<file path="config.mk">
export PLATFORM = sky130hd
export DESIGN_NAME = aud_ser_tx
export DESIGN_NICKNAME = d
export VERILOG_FILES = /design/src/rtl/aud_tx_pkg.sv /design/src/rtl/aud_bclk_gen.sv /design/src/rtl/aud_frame_ctl.sv /design/src/rtl/aud_tx_datapath.sv /design/src/rtl/aud_ser_tx.sv
export SDC_FILE = /design/constraint.sdc
export NUM_CORES = 1
export LEC_CHECK = 0
export BUFFER_PORTS_ARGS = -buffer_cell sky130_fd_sc_hd__buf_2
export CORE_UTILIZATION = 30
export CTS_CLUSTER_DIAMETER = 100
export CTS_CLUSTER_SIZE = 10
export DETAILED_ROUTE_END_ITERATION = 8
export PLACE_DENSITY = 0.45
export SLEW_MARGIN = 20
export SYNTH_ARGS = -nofsm -noshare
export SYNTH_HDL_FRONTEND = slang
export SYNTH_SLANG_ARGS = --single-unit
</file>
<file path="constraint.sdc">
create_clock -name clk -period 12.4 [get_ports clk]
set_input_delay 2.48 -clock clk [delete_from_list [all_inputs] [get_ports clk]]
set_output_delay 2.48 -clock clk [all_outputs]
set_load 0.005 [all_outputs]
</file>
<file path="src/rtl/aud_tx_pkg.sv">
package aud_tx_pkg;
   // Slot descriptor passed from the frame sequencer to the data path
   typedef struct packed {
      logic emit;   // a bit slot of a frame is sent on this tick
      logic ur;     // the frame this slot belongs to started in underrun
   } slot_t;
endpackage

</file>
<file path="src/rtl/aud_bclk_gen.sv">
module aud_bclk_gen #(
   parameter int DIV_W       = 8,
   parameter int SYNC_STAGES = 2
) (
   input  logic             clk,
   input  logic             rst_n,
   input  logic             run,
   input  logic             ext_sel,
   input  logic             ext_clk,
   input  logic [DIV_W-1:0] div,
   output logic             sck_o,
   output logic             fall_o
);
   logic [SYNC_STAGES-1:0] sync_q;
   logic                   ext_q;
   logic                   src_en;
   logic                   wrap;
   logic                   sck_q;
   logic [DIV_W-1:0]       cnt_q;

   if (SYNC_STAGES < 1) begin : g_bad_sync
      $error("SYNC_STAGES must be at least 1");
   end
   if (DIV_W < 1) begin : g_bad_div
      $error("DIV_W must be at least 1");
   end

   if (SYNC_STAGES == 1) begin : g_sync_one
      always_ff @(posedge clk or negedge rst_n) begin
         if (!rst_n) sync_q <= '0;
         else        sync_q <= ext_clk;
      end
   end else begin : g_sync_chain
      always_ff @(posedge clk or negedge rst_n) begin
         if (!rst_n) sync_q <= '0;
         else        sync_q <= {sync_q[SYNC_STAGES-2:0], ext_clk};
      end
   end

   always_ff @(posedge clk or negedge rst_n) begin
      if (!rst_n) ext_q <= 1'b0;
      else        ext_q <= sync_q[SYNC_STAGES-1];
   end

   assign src_en = ext_sel ? (sync_q[SYNC_STAGES-1] && !ext_q) : 1'b1;
   assign wrap   = run && src_en && (cnt_q == div);
   assign fall_o = wrap && sck_q;
   assign sck_o  = sck_q;

   always_ff @(posedge clk or negedge rst_n) begin
      if (!rst_n) begin
         cnt_q <= '0;
         sck_q <= 1'b0;
      end else if (!run) begin
         cnt_q <= '0;
         sck_q <= 1'b0;
      end else if (src_en) begin
         if (cnt_q == div) begin
            cnt_q <= '0;
            sck_q <= !sck_q;
         end else begin
            cnt_q <= cnt_q + 1'b1;
         end
      end
   end


   hold_between_events_chk: assert property (@(posedge clk) disable iff (!rst_n)
      (run && !src_en) |=> $stable(sck_o));
endmodule

</file>
<file path="src/rtl/aud_frame_ctl.sv">
module aud_frame_ctl #(
   parameter int LEN_W = 6
) (
   input  logic                clk,
   input  logic                rst_n,
   input  logic                tick,
   input  logic                is_master,
   input  logic                free_run,
   input  logic                two_sub,
   input  logic                start,
   input  logic                tx_en,
   input  logic                fifo_empty,
   input  logic                pend_hi,
   input  logic                fs_in,
   input  logic [LEN_W-1:0]    chan_len,
   output logic                active_o,
   output logic                fs_o,
   output aud_tx_pkg::slot_t   slot_o,
   output logic [LEN_W-1:0]    slot_bit_o
);
   logic             active_q;
   logic             sub_q;
   logic             fur_q;
   logic             fs_q;
   logic [LEN_W-1:0] bit_q;
   logic             end_ch;
   logic             last;
   logic             can_go;
   logic             go;
   logic             adv;
   logic             fur_new;

   assign end_ch  = (bit_q == chan_len - 1'b1);
   assign last    = active_q && end_ch && (sub_q == two_sub);
   assign fur_new = !tx_en || (fifo_empty && !pend_hi);

   always_comb begin
      if (!is_master)    can_go = 1'b0;
      else if (free_run) can_go = start;
      else               can_go = start && tx_en && (!fifo_empty || pend_hi);
   end

   assign go  = tick && (is_master ? ((!active_q || last) && can_go) : fs_in);
   assign adv = tick && active_q && !last && !go;

   assign slot_bit_o  = (go || end_ch) ? '0 : bit_q + 1'b1;
   assign slot_o.emit = go || adv;
   assign slot_o.ur   = go ? fur_new : fur_q;
   assign active_o    = active_q;
   assign fs_o        = fs_q;

   always_ff @(posedge clk or negedge rst_n) begin
      if (!rst_n) begin
         active_q <= 1'b0;
         sub_q    <= 1'b0;
         fur_q    <= 1'b0;
         bit_q    <= '0;
         fs_q     <= 1'b0;
      end else begin
         if (go) begin
            active_q <= 1'b1;
            bit_q    <= '0;
            sub_q    <= 1'b0;
            fur_q    <= fur_new;
         end else if (adv) begin
            bit_q <= slot_bit_o;
            if (end_ch) sub_q <= 1'b1;
         end else if (tick) begin
            active_q <= 1'b0;
         end
         if (tick) fs_q <= go && is_master;
      end
   end


   burst_start_gate_chk: assert property (@(posedge clk) disable iff (!rst_n)
      (is_master && !free_run && $rose(fs_o)) |->
         $past(start && tx_en && (!fifo_empty || pend_hi)));
endmodule

</file>
<file path="src/rtl/aud_tx_datapath.sv">
module aud_tx_datapath #(
   parameter int DATA_W = 32,
   parameter int LEN_W  = 6
) (
   input  logic              clk,
   input  logic              rst_n,
   input  logic              tick,
   input  aud_tx_pkg::slot_t slot,
   input  logic [LEN_W-1:0]  slot_bit,
   input  logic [LEN_W-1:0]  word_len,
   input  logic              split,
   input  logic              fill,
   input  logic [DATA_W-1:0] fifo_data,
   input  logic              fifo_empty,
   output logic              sdo_o,
   output logic              pop_o,
   output logic              pend_o
);
   localparam int HALF_W = DATA_W / 2;
   localparam int IDX_W  = $clog2(DATA_W);

   logic [DATA_W-1:0] cur_q;
   logic [DATA_W-1:0] word;
   logic [HALF_W-1:0] hi_q;
   logic              half_q;
   logic              chfill_q;
   logic              sdo_q;
   logic              pop_q;
   logic              ch_start;
   logic              use_hi;
   logic              need_pop;
   logic              take;
   logic              ch_fill;
   logic              bitv;
   logic [IDX_W-1:0]  idx;

   assign ch_start = (slot_bit == '0);
   assign use_hi   = split && half_q;
   assign need_pop = ch_start && !slot.ur && !use_hi;
   assign take     = slot.emit && need_pop && !fifo_empty;

   always_comb begin
      if (!ch_start)   word = cur_q;
      else if (use_hi) word = {{HALF_W{1'b0}}, hi_q};
      else if (split)  word = {{HALF_W{1'b0}}, fifo_data[HALF_W-1:0]};
      else             word = fifo_data;
      ch_fill = ch_start ? (slot.ur || (need_pop && fifo_empty)) : chfill_q;
      idx     = IDX_W'(word_len - 1'b1 - slot_bit);
      bitv    = (!ch_fill && (slot_bit < word_len)) ? word[idx] : fill;
   end

   always_ff @(posedge clk or negedge rst_n) begin
      if (!rst_n) begin
         cur_q    <= '0;
         hi_q     <= '0;
         half_q   <= 1'b0;
         chfill_q <= 1'b0;
         sdo_q    <= 1'b0;
         pop_q    <= 1'b0;
      end else begin
         pop_q <= take;
         if (tick) sdo_q <= slot.emit ? bitv : fill;
         if (slot.emit && ch_start) begin
            cur_q    <= word;
            chfill_q <= ch_fill;
         end
         if (!split) begin
            half_q <= 1'b0;
         end else if (take) begin
            half_q <= 1'b1;
            hi_q   <= fifo_data[DATA_W-1:HALF_W];
         end else if (slot.emit && ch_start && !slot.ur && use_hi) begin
            half_q <= 1'b0;
         end
      end
   end

   assign sdo_o  = sdo_q;
   assign pop_o  = pop_q;
   assign pend_o = half_q;


   pop_not_empty_chk: assert property (@(posedge clk) disable iff (!rst_n)
      pop_o |-> $past(!fifo_empty));

   pop_single_pulse_chk: assert property (@(posedge clk) disable iff (!rst_n)
      pop_o |=> !pop_o);
endmodule

</file>
<file path="src/rtl/aud_ser_tx.sv">
module aud_ser_tx #(
   parameter int DATA_W      = 32,
   parameter int LEN_W       = 6,
   parameter int DIV_W       = 8,
   parameter int SYNC_STAGES = 2
) (
   input  logic              clk,
   input  logic              rst_n,
   input  logic              cfg_master,
   input  logic              cfg_free_run,
   input  logic              cfg_two_sub,
   input  logic              cfg_split,
   input  logic              cfg_ext_src,
   input  logic              cfg_fill,
   input  logic [DIV_W-1:0]  cfg_div,
   input  logic [LEN_W-1:0]  cfg_chan_len,
   input  logic [LEN_W-1:0]  cfg_word_len,
   input  logic              start,
   input  logic              tx_en,
   input  logic              ext_clk,
   input  logic              sck_in,
   input  logic              fs_in,
   input  logic [DATA_W-1:0] fifo_data,
   input  logic              fifo_empty,
   output logic              fifo_pop,
   output logic              sck_out,
   output logic              fs_out,
   output logic              sdo
);
   if ((DATA_W % 2) != 0 || DATA_W < 2) begin : g_bad_data
      $error("DATA_W must be even and at least 2");
   end
   if ((1 << LEN_W) <= DATA_W) begin : g_bad_len
      $error("LEN_W too narrow to hold a full word length");
   end

   aud_tx_pkg::slot_t slot;
   logic [LEN_W-1:0]  slot_bit;
   logic              sckin_q;
   logic              s_fall;
   logic              m_fall;
   logic              tick;
   logic              active;
   logic              pend;
   logic              run;

   always_ff @(posedge clk or negedge rst_n) begin
      if (!rst_n) sckin_q <= 1'b0;
      else        sckin_q <= sck_in;
   end

   assign s_fall = sckin_q && !sck_in;
   assign tick   = cfg_master ? m_fall : s_fall;
   assign run    = cfg_master && (start || active);

   aud_bclk_gen #(.DIV_W(DIV_W), .SYNC_STAGES(SYNC_STAGES)) u_bclk (
      .clk     (clk),
      .rst_n   (rst_n),
      .run     (run),
      .ext_sel (cfg_ext_src),
      .ext_clk (ext_clk),
      .div     (cfg_div),
      .sck_o   (sck_out),
      .fall_o  (m_fall)
   );

   aud_frame_ctl #(.LEN_W(LEN_W)) u_frame (
      .clk        (clk),
      .rst_n      (rst_n),
      .tick       (tick),
      .is_master  (cfg_master),
      .free_run   (cfg_free_run),
      .two_sub    (cfg_two_sub),
      .start      (start),
      .tx_en      (tx_en),
      .fifo_empty (fifo_empty),
      .pend_hi    (pend),
      .fs_in      (fs_in),
      .chan_len   (cfg_chan_len),
      .active_o   (active),
      .fs_o       (fs_out),
      .slot_o     (slot),
      .slot_bit_o (slot_bit)
   );

   aud_tx_datapath #(.DATA_W(DATA_W), .LEN_W(LEN_W)) u_data (
      .clk        (clk),
      .rst_n      (rst_n),
      .tick       (tick),
      .slot       (slot),
      .slot_bit   (slot_bit),
      .word_len   (cfg_word_len),
      .split      (cfg_split),
      .fill       (cfg_fill),
      .fifo_data  (fifo_data),
      .fifo_empty (fifo_empty),
      .sdo_o      (sdo),
      .pop_o      (fifo_pop),
      .pend_o     (pend)
   );


   data_on_fall_chk: assert property (@(posedge clk) disable iff (!rst_n)
      (cfg_master && !$stable(sdo)) |-> $fell(sck_out));

   sync_on_fall_chk: assert property (@(posedge clk) disable iff (!rst_n)
      (cfg_master && !$stable(fs_out)) |-> $fell(sck_out));

   slave_quiet_chk: assert property (@(posedge clk) disable iff (!rst_n)
      !cfg_master |-> (!sck_out && !fs_out));
endmodule

</file>
==> results of run 1 <==
-- how the worst max path moves through the flow --
stage | to | slack, ns | depth (start not counted)
after floorplan | u_data.sdo_o | 5.87 | 19
after global placement | u_data.sdo_o | 5.21 | 20
after detailed placement | u_data.sdo_o | 5.09 | 20
after CTS | u_data.sdo_o | 5.38 | 20
after global routing | u_data.sdo_o | 4.94 | 20
final | u_data.sdo_o | 5.43 | 20
-- worst reg2reg max path: cells and delay by family (launching register included) --
kind	cells	cell delay, ns
AOI/OAI and AO/OA	8	1.88
xor gates and xnor gates	1	0.51
adders and majority gates	2	0.60
buffers and inverters	1	0.05
DFF	1	0.54
and+or+nand+nor	6	1.45
-- cell usage in the layout (no fill, tap or decap), types with 6 or more instances in the layout --
| cell type | count |
|---|---|
| a211oi_1 | 6 |
| a21oi_1 | 18 |
| buf_2 | 68 |
| clkbuf_16 | 9 |
| dfrtp_1 | 75 |
| ha_1 | 13 |
| inv_1 | 18 |
| mux2_2 | 11 |
| mux2_4 | 9 |
| mux2i_1 | 29 |
| nand2_1 | 79 |
| nand3_1 | 10 |
| nor2_1 | 26 |
| nor2b_1 | 7 |
| o21a_1 | 7 |
| o21ai_0 | 56 |
| xnor2_1 | 13 |
| xor2_1 | 17 |
-- per-stage QoR --
step	std cells	area, sq um
after floorplan	503	4700
after global placement	765	5240
after detailed placement	765	5240
after CTS	781	5510
after global routing	781	5520
final	781	5520
-- routing by layer --
layer,global-route usage [%],vias up,part of all wire [%]
met5,0,-,0
met4,3.78,0,0.74
met3,3.35,7,4.2
met2,26.4,76,47
met1,21.8,1775,48
li1,-,1913,-
-- state kept, by name, indices dropped and copies added, names as in the netlist, 2 cells and up --
| signal | count |
|---|---|
| u_data.hi_q | 16 |
| u_bclk.cnt_q | 8 |
| u_bclk.sync_q | 2 |
| u_data.cur_q | 32 |
| u_frame.bit_q | 6 |
-- cells in the mapped netlist, types with 2 or more instances --
master | count | share of area (%)
a31oi_1 | 5 | 0.67
or2_2 | 5 | 0.67
nand2_1 | 79 | 6.3
a41oi_1 | 2 | 0.37
a2111oi_0 | 2 | 0.37
dfrtp_1 | 75 | 40
xnor2_1 | 13 | 2.4
a211oi_1 | 6 | 0.96
mux2_2 | 11 | 2.6
nor4_1 | 2 | 0.27
o211ai_1 | 5 | 0.80
clkbuf_1 | 15 | 1.2
and3_1 | 3 | 0.40
nor2b_1 | 7 | 0.93
nor2_1 | 26 | 2.1
a21o_1 | 2 | 0.32
a21boi_0 | 2 | 0.32
o311ai_0 | 4 | 0.75
inv_1 | 18 | 1.4
buf_1 | 4 | 0.32
mux2_4 | 9 | 2.9
nand2b_1 | 5 | 0.67
nor3_1 | 4 | 0.43
nand3b_1 | 2 | 0.32
or3_1 | 5 | 0.67
nor3b_1 | 4 | 0.64
o21a_1 | 7 | 1.1
a21oi_1 | 18 | 1.9
xor2_1 | 17 | 3.2
a31o_2 | 2 | 0.37
nand3_1 | 10 | 1.1
nand4_1 | 2 | 0.27
ha_1 | 13 | 3.5
o31ai_1 | 3 | 0.48
o21ai_0 | 56 | 6.0
mux2i_1 | 29 | 6.2
-- report_power, final --
part,internal [mW],switching (mW),leakage [nW]
Clock,0.141,0.109,0.139
Combinational,0.161,0.235,1.49
Sequential,0.278,0.0296,1.01
-- logic make-up after synthesis --
family                     share of synthesized area (%)
buffers and inverters                               3.62
muxes                                               12.2
xor gates and xnor gates                            5.60
adders and majority gates                           3.89
and+or+nand+nor                                     17.2
DFF                                                 40.0
AOI/OAI and AO/OA                                   17.6
-- final cells by class --
| class | count | area (sq um) |
|---|---|---|
| Inverter | 18 | 67.6 |
| Clock inverter | 6 | 40.0 |
| Sequential cell | 75 | 1880 |
| Timing Repair Buffer | 73 | 382 |
| Clock buffer | 10 | 239 |
| Multi-Input combinational cell | 388 | 2650 |
| Fill cell | 1587 | 9740 |
| Tap cell | 211 | 264 |
==> impl_metrics.py, run 1 <==
metrics = {
    "worst_setup_path": {
        "path_cells": "buf_2, inv_1, ha_1, or3_1, a31o_1, o311a_1, o21ai_0, or2_2, ha_1, inv_1, fa_1, xor2_1, nor2_1, a21oi_1, o221ai_1, or3_1, a21oi_1, nand4_1, o311ai_0, a31oi_1",
        "crit_type": "in2reg",
        "cp.buffers_inverters": 3,
        "worst_setup_path_end_kind": "register",
        "crit_arrival_ns": 7.18,
        "r2r-end": "u_data.sdo_o",
        "critical_path.slowest_cell": "xor2_1",
        "cp.required_ns": 12.61,
        "ff2ff_path_depth": 18,
        "start_kind": "input port",
        "worstPathMaxFanout": 8,
        "rrSetupSlack_ns": 7.25,
        "cp_top_family": "compound AO/OA/AOI/OAI gates",
        "critPathMaxStageDelay_ns": 0.51,
        "crit_start": "cfg_chan_len[0]",
        "r2r-start": "u_frame.bit_q[2]",
    },
    "die": {
        "core_sq_um": 15300,
        "die_area_sq_um": 16200,
        "row_count": 45,
        "die_h_um": 127,
        "die_x_um": 127,
        "initial_core_util_pct": 30.8,
        "num_io_pins": 70,
    },
    "finish": {
        "area_growth_pct": 17.5,
        "fin_util_pct": 36.2,
        "fin_nets": 645,
        "antenna_cells": 0,
        "drive_above_1_share_pct": 22.3,
    },
    "route": {
        "drt_iter0_markers": 211,
        "first_pass_iters": 4,
        "wl_um": 12200,
        "vias_per_cell": 4.83,
        "ant_nets": 0,
        "wire_per_inst_um": 15.7,
        "num_vias": 3771,
        "drc_errors": 0,
    },
    "synth": {
        "synth_ff_type": "dfrtp_1",
        "syn_inst": 503,
        "synth_edf_count": 0,
        "yosys_warnings": 0,
        "syn-num-nets": 583,
        "synth_cell_types": 67,
        "ys_seq_area_share_pct": 40.0,
        "avgSynthCellArea_sq_um": 9.34,
        "async_flop_share_pct": 100,
        "synth_seq_cells": 75,
        "synth_area_sq_um": 4700,
    },
    "sta": {
        "setup_tns_ns": 0,
        "rsz0062_at_grt": "no",
        "setup_viol": 0,
        "period_share_pct": 56.2,
        "clock_skew_ns": 0.00863,
        "layout_setup_ws_ns": 5.43,
        "hold_violations": 0,
        "whs_ns": 0.340,
        "slew_violations": 0,
        "fmax_mhz": 143,
        "worstMarginPinSlew_ns": 0.837,
        "post-route-min-period_ns": 6.97,
        "slew-limit-headroom_pct": 44.0,
    },
    "clock_tree": {
        "root_buffer": "clkbuf_16",
        "cts-resized-gates": 0,
        "clk_path_buf_depth": 2,
        "cts_tree": "done",
        "numClockSinks": 75,
        "hold_buffers": 0,
        "clk_latency_ns": 0.34,
        "cts_setup_buffers": 0,
        "htree_levels": 3,
        "cts-buffers-inserted": 9,
        "cts.clk_slew.worst_paths_ns": 0.07,
    },
    "place": {
        "dp_hpwl_um": 9060,
        "gp_congestion": 0.831,
        "io_buffer_count": 69,
        "place_ws_ns": 5.09,
    },
    "global_routing": {
        "grt_remaining_overflow": 0,
        "grt_max_degree": 76,
        "grt_usage_pct": 16.1,
        "grt_pass1_wl_um": 20200,
        "grt_pass1_vias": 3882,
        "antenna_found_initial": 0,
    },
    "power_and_ir_drop": {
        "finalPower_uw": 954,
        "power_leakage_nw": 2.64,
        "power_density_nw_per_um2": 173,
        "ir_worst_vdd_v": 0.0000623,
    },
    "run": {
        "drv_cap": 0,
    },
    "worst_hold_path": {
        "worstHoldPathType": "reg2reg",
        "min_to": "u_bclk.sync_q[1]",
        "hp-start": "u_bclk.sync_q[0]",
        "hold_depth": 0,
    },
    "run_status": {
        "status": "finished clean",
    },
}
Power figures use the tool's default switching activity.
==> run 2, diff against run 1 <==
Settings changed: PLACE_DENSITY 0.45 to 0.47.
Clock period 12.4 ns to 5.91 ns, I/O delays scaled along.
==> run 2 against run 1 <==
Compared with the run above:
- register-to-register slack lost 6.0 ns
- clock power grew 100%
- hold slack gained 0.011 ns
- clock skew shrank 0.0025 ns
- wire length is essentially flat
- cell count grew 0.64%
==> impl_metrics.py, run 2 (synthesis results as in run 1) <==
metrics = {
    "run_status": {
        "status": "finished clean",
    },
    "worst_setup_path": {
        "worstPathMaxFanout": 8,
        "crit_type": "in2reg",
        "cp-endpoint": "u_data.sdo_o",
        "path_cells": "buf_2, inv_1, ha_1, or3_1, a31o_1, o311a_1, o21ai_0, or2_2, ha_1, inv_1, fa_1, xnor2_1, nor2_1, o21ai_0, o311ai_0, a2111oi_0, a41oi_1, a31oi_1",
        "crit_start": "cfg_chan_len[0]",
        "critical_path.slowest_cell": "xnor2_1",
        "cp.required_ns": 6.17,
        "r2r-start": "u_frame.bit_q[2]",
        "crit_arrival_ns": 5.46,
        "r2r-end": "u_data.sdo_o",
        "start_kind": "input port",
        "rrSetupSlack_ns": 1.21,
        "ff2ff_path_depth": 16,
        "worst_setup_path_end_kind": "register",
        "critPathMaxStageDelay_ns": 0.47,
    },
    "die": {
        "die_x_um": 127,
        "num_io_pins": 70,
        "row_count": 45,
        "initial_core_util_pct": 30.8,
        "core_sq_um": 15300,
        "die_area_sq_um": 16200,
        "die_h_um": 127,
    },
    "clock_tree": {
        "cts_tree": "done",
        "numClockSinks": 75,
        "root_buffer": "clkbuf_16",
        "hold_buffers": 0,
        "htree_levels": 3,
        "cts_setup_buffers": 0,
        "cts-resized-gates": 0,
        "clk_path_buf_depth": 2,
        "cts.clk_slew.worst_paths_ns": 0.06,
        "clk_latency_ns": 0.34,
        "cts-buffers-inserted": 9,
    },
    "sta": {
        "post-route-min-period_ns": 5.20,
        "hold_violations": 0,
        "layout_setup_ws_ns": 0.712,
        "setup_tns_ns": 0,
        "slew-limit-headroom_pct": 41.1,
        "worstMarginPinSlew_ns": 0.881,
        "rsz0062_at_grt": "no",
        "fmax_mhz": 192,
        "period_share_pct": 87.9,
        "setup_viol": 0,
        "slew_violations": 0,
        "clock_skew_ns": 0.00616,
    },
    "power_and_ir_drop": {
        "power_density_nw_per_um2": 363,
        "p_int_mw": 1.24,
        "ir_worst_vdd_v": 0.000191,
        "switching_share_pct": 38.7,
        "power_frac_seq_pct": 32.1,
        "clkPwrFrac_pct": 25.3,
        "power_leakage_nw": 2.66,
        "comb_power_share_pct": 42.6,
        "p_switching_uw": 780,
        "finalPower_mw": 2.02,
    },
    "global_routing": {
        "grt_max_degree": 76,
        "grt_pass1_wl_um": 20300,
        "grt_pass1_vias": 3929,
        "grt_usage_pct": 16.3,
        "antenna_found_initial": 0,
        "grt_remaining_overflow": 0,
    },
    "place": {
        "dp_hpwl_um": 9060,
        "place_ws_ns": 0.463,
        "dp.cells": 770,
        "io_buffer_count": 69,
        "gp_congestion": 0.857,
    },
    "finish": {
        "largest_reg_flops": 32,
        "area_growth_pct": 18.1,
        "top_regs": "u_data.cur_q x32, u_data.hi_q x16, u_bclk.cnt_q x8",
        "final_common_cell": "nand2_1",
        "fin_nets": 650,
        "fin_cells": 786,
        "top_register": "u_data.cur_q",
        "antenna_cells": 0,
        "fill_cells": 1577,
        "final_cell_mix": "nand2_1, dfrtp_1, buf_2",
        "drive_above_1_share_pct": 22.8,
    },
    "route": {
        "first_pass_iters": 4,
        "drc_errors": 0,
        "drt_iter0_markers": 212,
        "wl_um": 12200,
        "num_vias": 3869,
        "vias_per_cell": 4.92,
        "wire_per_inst_um": 15.5,
        "ant_nets": 0,
    },
    "run": {
        "drv_cap": 0,
    },
    "worst_hold_path": {
        "worstHoldPathType": "reg2reg",
    },
}
[run 2: changes by cell type in the layout (fill, tap and decap cells not counted), sizes merged]
cell,before,now
clkinvlp,1,0
buf,73,78
inv,19,18
clkinv,4,5
clkbuf,10,11
[run 2: power groups by stage]
stage	registers, mW	clock network (mW)	logic [mW]
6_report	0.647	0.510	0.859
5_1_grt	0.657	0.551	0.970
3_3_place_gp	0.652	0	0.846
3_5_place_dp	0.654	0	0.854
2_1_floorplan	0.627	0	0.639
4_1_cts	0.645	0.528	0.861
[run 2: stage by stage]
| stage | hold WS, ns | area (sq um) | util (%) |
|---|---|---|---|
| finish | 0.350 | 5550 | 36.4 |
| CTS | 0.355 | 5540 | 36.3 |
| floorplan | 0.331 | 4700 | - |
| global route | 0.355 | 5550 | 36.4 |
| detailed placement | 0.342 | 5270 | 34.6 |
| global placement | 0.342 | 5270 | 34.6 |
[run 2: worst min path at each step]
stage,start,to,slack [ns],cells past startpoint
floorplan,u_bclk.sync_q[0],u_bclk.sync_q[1],0.33,0
global placement,u_bclk.sync_q[0],u_bclk.sync_q[1],0.34,0
detailed placement,u_bclk.sync_q[0],u_bclk.sync_q[1],0.34,0
CTS,u_bclk.sync_q[0],u_bclk.sync_q[1],0.36,0
global route,u_bclk.sync_q[0],u_bclk.sync_q[1],0.36,0
finish,u_bclk.sync_q[0],u_bclk.sync_q[1],0.35,0
[run 2: per-layer routing]
metal  routed length, um  track usage [%]  vias to the layer above
met5                   0                0                        -
met3                 457             3.43                       14
met2                5590             26.2                       95
li1                    -                -                     1920
met1                5980             21.5                     1840
met4                 191             5.74                        0
[run 2: area by class of cell]
type / count / area (sq um) / share of cell area, %
clock buffers: 11 / 243 / 4.38
clock inverters: 5 / 28.8 / 0.519
inverters: 18 / 67.6 / 1.22
multi-input cells: 388 / 2650 / 47.7
flip-flops and latches: 75 / 1880 / 33.8
well taps: 211 / 264 / 4.76
repair buffers: 78 / 419 / 7.56
[run 2: critical path: cells and delay by family]
kind,cells,cell delay (ns)
xor+xnor,1,0.47
compound gates,8,2.00
buf+inv,3,0.22
fa+ha+maj,3,0.83
simple gates,3,0.75
